--- src/rtl/btn_pulse_pkg.sv ---
package btn_pulse_pkg;

   typedef enum logic [1:0] {
      ST_IDLE = 2'd0,
      ST_FIRE = 2'd1,
      ST_HOLD = 2'd2
   } press_state_t;

endpackage

--- src/rtl/slow_tick_gen.sv ---
module slow_tick_gen #(
   parameter int TICK_DIV = 10_000_000
) (
   input  logic clk,
   input  logic rst,
   output logic tick_o
);

   localparam int CW = (TICK_DIV > 1) ? $clog2(TICK_DIV) : 1;
   localparam logic [CW-1:0] LAST = CW'(TICK_DIV - 1);

   generate
      if (TICK_DIV < 2) begin : g_bad_div
         $error("slow_tick_gen: TICK_DIV must be at least 2");
      end
   endgenerate

   logic [CW-1:0] cnt_q;

   always_ff @(posedge clk) begin
      if (rst) begin
         cnt_q <= '0;
      end else if (cnt_q == LAST) begin
         cnt_q <= '0;
      end else begin
         cnt_q <= cnt_q + 1'b1;
      end
   end

   assign tick_o = (cnt_q == LAST);

   // tick never lasts two clocks
   assert_tick_single_R2: assert property (@(posedge clk) disable iff (rst)
      tick_o |=> !tick_o);

   // divider stays inside its range
   assert_cnt_bound_R2: assert property (@(posedge clk) disable iff (rst)
      cnt_q <= LAST);

endmodule

--- src/rtl/level_sync.sv ---
module level_sync #(
   parameter int STAGES = 2
) (
   input  logic clk,
   input  logic rst,
   input  logic d_i,
   output logic q_o
);

   generate
      if (STAGES < 2) begin : g_bad_stages
         $error("level_sync: STAGES must be at least 2");
      end
   endgenerate

   logic [STAGES-1:0] chain_q;

   always_ff @(posedge clk) begin
      if (rst) begin
         chain_q <= '0;
      end else begin
         chain_q <= {chain_q[STAGES-2:0], d_i};
      end
   end

   assign q_o = chain_q[STAGES-1];

endmodule

--- src/rtl/btn_press_fsm.sv ---
module btn_press_fsm
   import btn_pulse_pkg::*;
(
   input  logic clk,
   input  logic rst,
   input  logic tick_i,
   input  logic level_i,
   output logic pulse_o
);

   press_state_t state_q, state_d;

   always_comb begin
      state_d = state_q;
      unique case (state_q)
         ST_IDLE: if (tick_i && level_i)  state_d = ST_FIRE;
         ST_FIRE:                         state_d = ST_HOLD;
         ST_HOLD: if (tick_i && !level_i) state_d = ST_IDLE;
         default:                         state_d = ST_IDLE;
      endcase
   end

   always_ff @(posedge clk) begin
      if (rst) begin
         state_q <= ST_IDLE;
      end else begin
         state_q <= state_d;
      end
   end

   assign pulse_o = (state_q == ST_FIRE);

   // a pulse is exactly one clock wide
   assert_pulse_width_R3: assert property (@(posedge clk) disable iff (rst)
      pulse_o |=> !pulse_o);

   // a pulse starts only after a tick saw the button pressed
   assert_pulse_cause_R3: assert property (@(posedge clk) disable iff (rst)
      $rose(pulse_o) |-> $past(tick_i && level_i));

   // a button still held after its pulse gives no second pulse
   assert_no_repeat_R4: assert property (@(posedge clk) disable iff (rst)
      (pulse_o && level_i) |=> !pulse_o);

endmodule

--- src/rtl/btn_pulse_gen.sv ---
module btn_pulse_gen #(
   parameter int NUM_BTNS    = 4,
   parameter int TICK_DIV    = 10_000_000,
   parameter int SYNC_STAGES = 2
) (
   input  logic                clk,
   input  logic                rst,
   input  logic [NUM_BTNS-1:0] btn_raw,
   output logic [NUM_BTNS-1:0] press_pulse
);

   generate
      if (NUM_BTNS < 1) begin : g_bad_num
         $error("btn_pulse_gen: NUM_BTNS must be at least 1");
      end
   endgenerate

   logic sample_tick;

   slow_tick_gen #(.TICK_DIV(TICK_DIV)) tick_i (
      .clk    (clk),
      .rst    (rst),
      .tick_o (sample_tick)
   );

   generate
      for (genvar b = 0; b < NUM_BTNS; b++) begin : g_btn
         logic btn_synced;

         level_sync #(.STAGES(SYNC_STAGES)) sync_i (
            .clk (clk),
            .rst (rst),
            .d_i (btn_raw[b]),
            .q_o (btn_synced)
         );

         btn_press_fsm fsm_i (
            .clk     (clk),
            .rst     (rst),
            .tick_i  (sample_tick),
            .level_i (btn_synced),
            .pulse_o (press_pulse[b])
         );
      end
   endgenerate

   logic rst_seen_q;

   always_ff @(posedge clk) begin
      rst_seen_q <= rst;
      // outputs stay quiet through reset
      if (rst_seen_q) begin
         assert_reset_quiet_R1: assert (press_pulse == '0);
      end
   end

   // several buttons can fire at once, but each bit is one clock wide
   assert_bits_single_R7: assert property (@(posedge clk) disable iff (rst)
      (press_pulse != '0) |=> ((press_pulse & $past(press_pulse)) == '0));

endmodule

--- config.mk ---
export PLATFORM = sky130hd
export DESIGN_NAME = btn_pulse_gen
export DESIGN_NICKNAME = d
export VERILOG_FILES = /design/src/rtl/btn_pulse_pkg.sv /design/src/rtl/slow_tick_gen.sv /design/src/rtl/level_sync.sv /design/src/rtl/btn_press_fsm.sv /design/src/rtl/btn_pulse_gen.sv
export SDC_FILE = /design/constraint.sdc
export NUM_CORES = 1
export LEC_CHECK = 0
export ABC_AREA = 1
export BUFFER_PORTS_ARGS = -buffer_cell sky130_fd_sc_hd__buf_2
export CAP_MARGIN = 0
export CORE_MARGIN = 2
export CORE_UTILIZATION = 45
export DETAILED_ROUTE_END_ITERATION = 8
export MAX_ROUTING_LAYER = met4
export PLACE_DENSITY = 0.66
export SYNTH_ARGS = -nofsm -noshare
export SYNTH_HDL_FRONTEND = slang
export SYNTH_SLANG_ARGS = --single-unit
--- constraint.sdc ---
create_clock -name clk -period 1.65 [get_ports clk]
set_input_delay 0.0825 -clock clk [delete_from_list [all_inputs] [get_ports clk]]
set_output_delay 0.0825 -clock clk [all_outputs]
set_load 0.005 [all_outputs]
==> flow_metrics.env <==
export IMPL_slew_headroom_pct=80.7
export IMPL_synth_edf_count=0
export IMPL_fin_crit_ns=1.48
export IMPL_p_switching_w=0.000372
export IMPL_drv_cap=0
export IMPL_gp_congestion=0.933
export IMPL_synth_net_count=276
export IMPL_path_clk_slew_ns=0.07
export IMPL_ys_flop_type="dfxtp_1"
export IMPL_ys_seq_area_share_pct=41.8
export IMPL_slew_violations=0
export IMPL_ant_nets=0
export IMPL_root_buffer="clkbuf_8"
export IMPL_dp_slack_ns=0.156
export IMPL_rsz0062_at_grt="no"
export IMPL_vias=1623
export IMPL_cts_setup_buffers=0
export IMPL_worst_pin_slew_ns=0.288
export IMPL_wire_per_inst_um=11.2
export IMPL_netlist_area_um2=1910
export IMPL_async_flop_share_pct=0
export IMPL_crit_path_start="tick_i.cnt_q[1]"
export IMPL_fillCellCount=415
export IMPL_internal_power_w=0.00129
export IMPL_synth_area_top_cells="dfxtp_1 (42%), nand2_1 (13%), nor2_1 (10%)"
export IMPL_drt_met1_wl_um=1870
export IMPL_fin_cells=333
export IMPL_die_width_um=69.2
export IMPL_track_usage_pct=16.7
export IMPL_fin_ws_ns=0.170
export IMPL_cp_end_kind="flip-flop"
export IMPL_drive_above_1_share_pct=11.3
export IMPL_hpwlAfterDp_um=2720
export IMPL_pwr_share_seq_pct=59.4
export IMPL_first_pass_iters=4
export IMPL_cts_max_path_buffers=2
export IMPL_grt_start_max_net_pins=25
export IMPL_htreeDepth=2
export IMPL_grt_pass1_wl_um=6270
export IMPL_rrSetupSlack_ns=0.17
export IMPL_first_iter_violations=84
export IMPL_numCtsBuffers=5
export IMPL_multi_input_area_um2=945
export IMPL_yosysUniqueCellTypes=26
export IMPL_seq_area_um2=801
export IMPL_avgSynthCellArea_um2=7.12
export IMPL_core_um2=4060
export IMPL_synth_top_area_share_pct=41.8
export IMPL_setup_viol=0
export IMPL_clkSinkCount=40
export IMPL_status="finished, final reports clean"
export IMPL_yosysMostFrequentCell="nand2_1"
export IMPL_swShare_pct=22.4
export IMPL_drc_errors=0
export IMPL_reg2reg_from="tick_i.cnt_q[1]"
export IMPL_synth_commonest_cells="nand2_1 (65), nor2_1 (51), dfxtp_1 (40), inv_1 (29), a21oi_1 (18)"
export IMPL_wl_met2_um=1650
export IMPL_dp_cells=322
export IMPL_ys_seq_elements=40
export IMPL_grt_overflow=0
export IMPL_power_total_w=0.00166
export IMPL_cts_resized=0
export IMPL_viasPerCell=4.87
export IMPL_rr_worst_depth=6
export IMPL_synthCells=269
export IMPL_hp_class="primary input to flip-flop"
export IMPL_endpoint="tick_i.cnt_q[14]"
export IMPL_critPathMaxFanout=24
export IMPL_routed_top_layer="met4"
export IMPL_p_comb_share_pct=3.4
export IMPL_ys_warn_count=0
export IMPL_peakVddDrop_uv=541
export IMPL_p_per_area_nw_per_um2=794
export IMPL_die_area_um2=4790
export IMPL_synth_top_cell_by_area="dfxtp_1"
export IMPL_rows=23
export IMPL_num_antenna_cells=0
export IMPL_ctsHoldBuffers=4
export IMPL_crit_arrival_ns=1.65
export IMPL_grt_antenna_before_repair=0
export IMPL_place_port_buffers=9
export IMPL_fin_crit_sh_pct=89.7
export IMPL_r2r_end="tick_i.cnt_q[14]"
export IMPL_die_h_um=69.2
export IMPL_pin_count=10
export IMPL_clock_fmax_mhz=676
export IMPL_critPathLaunchType="flip-flop"
export IMPL_p_leak_nw=0.805
export IMPL_totalWireLength_um=3740
export IMPL_grt_pass1_vias=1430
export IMPL_hold_viol=0
export IMPL_required_ns=1.82
export IMPL_finClkSkew_ns=0.00552
export IMPL_worst_setup_path_type="flip-flop to flip-flop"
export IMPL_layout_nets=290
export IMPL_syn2layout_area_growth_pct=9.41
export IMPL_wl_met3_um=176
export IMPL_fin_setup_tns_ns=0
export IMPL_cts_tree="yes"
export IMPL_initial_utilization_pct=47.2
export IMPL_clkPwrFrac_pct=37.1
export IMPL_worstSkewPairLatency_ns=0.29
[worst max-delay path, cell delays in order (launching register included)]
cell and delay (ns):
dfxtp_1 0.37, ha_1 0.22, nand3_2 0.15, nor2_4 0.19, nand3_2 0.11, nand2_4 0.24, nor3_1 0.09
[power by group through the flow]
stage,logic [W],registers (W),clock network (W)
floorplan,0.0000377,0.00101,0
global placement,0.0000504,0.00101,0
detailed placement,0.0000509,0.00101,0
CTS,0.0000581,0.000988,0.000636
global route,0.0000648,0.000990,0.000674
finish,0.0000573,0.000988,0.000617
[layer usage]
layer	vias up	track usage, %
li1	863	-
met1	722	21.5
met2	34	25.3
met3	4	3.92
met4	0	6.75
met5	-	-
[sequential cells by signal, indices dropped and copies added, names as in the netlist]
signal                count
g_btn.fsm_i.state_q       8
tick_i.cnt_q             24
g_btn.sync_i.chain_q      8
[metrics by stage]
| step | hold slack, ns | area (µm²) | util, % |
|---|---|---|---|
| final | 0.114 | 2090 | 51.6 |
| after global routing | 0.123 | 2090 | 51.6 |
| after CTS | 0.115 | 2090 | 51.6 |
| after detailed placement | 0.290 | 1970 | 48.6 |
| after global placement | 0.281 | 1970 | 48.6 |
| after floorplan | 0.152 | 1910 | - |
[logic make-up after synthesis]
| family | Yosys count | synth area share (%) |
|---|---|---|
| AOI/OAI and AO/OA | 20 | 5.23 |
| xor gates and xnor gates | 11 | 5.03 |
| adders and majority gates | 1 | 0.653 |
| DFF | 40 | 41.8 |
| buffers and inverters | 37 | 8.82 |
| and+or+nand+nor | 160 | 38.4 |
[placed cells by master, fill, tap and decap left out]
cell and instances:
clkbuf_8 5, clkinvlp_4 1, nand2_1 65, a21oi_1 18, inv_1 29, buf_2 9, xnor2_1 5, nor2_2 4
and2_1 1, nor3_1 6, and3_2 2, o21ai_0 2, nand3b_1 5, clkinv_2 1, nor3b_1 1, nand3_1 7
xor2_1 6, inv_2 1, nand4_1 8, nand3_2 3, dlygate4sd3_1 4, ha_1 1, nor2_4 3, dfxtp_1 40
or2_0 2, nand2_4 1, buf_4 1, nand2_2 1, nor2_1 51
[how the worst min path moves through the flow]
stage                    start                    endpoint  slack (ns)  depth (start not counted)
floorplan                  rst   g_btn[0].fsm_i.state_q[1]        0.15                          1
global placement    btn_raw[1]  g_btn[1].sync_i.chain_q[0]        0.28                          3
detailed placement  btn_raw[1]  g_btn[1].sync_i.chain_q[0]        0.29                          3
CTS                        rst  g_btn[1].sync_i.chain_q[1]        0.12                          2
global route               rst  g_btn[1].sync_i.chain_q[1]        0.12                          2
finish                     rst  g_btn[1].sync_i.chain_q[0]        0.11                          2
[area by class of cell]
type,instances,share of cell area [%]
inverters,30,5.38
clock inverters,2,0.597
clock buffers,5,3.29
repair buffers,14,4.42
well taps,50,2.99
multi-input cells,192,45.1
flip-flops and latches,40,38.2
Power figures use the tool's default switching activity.
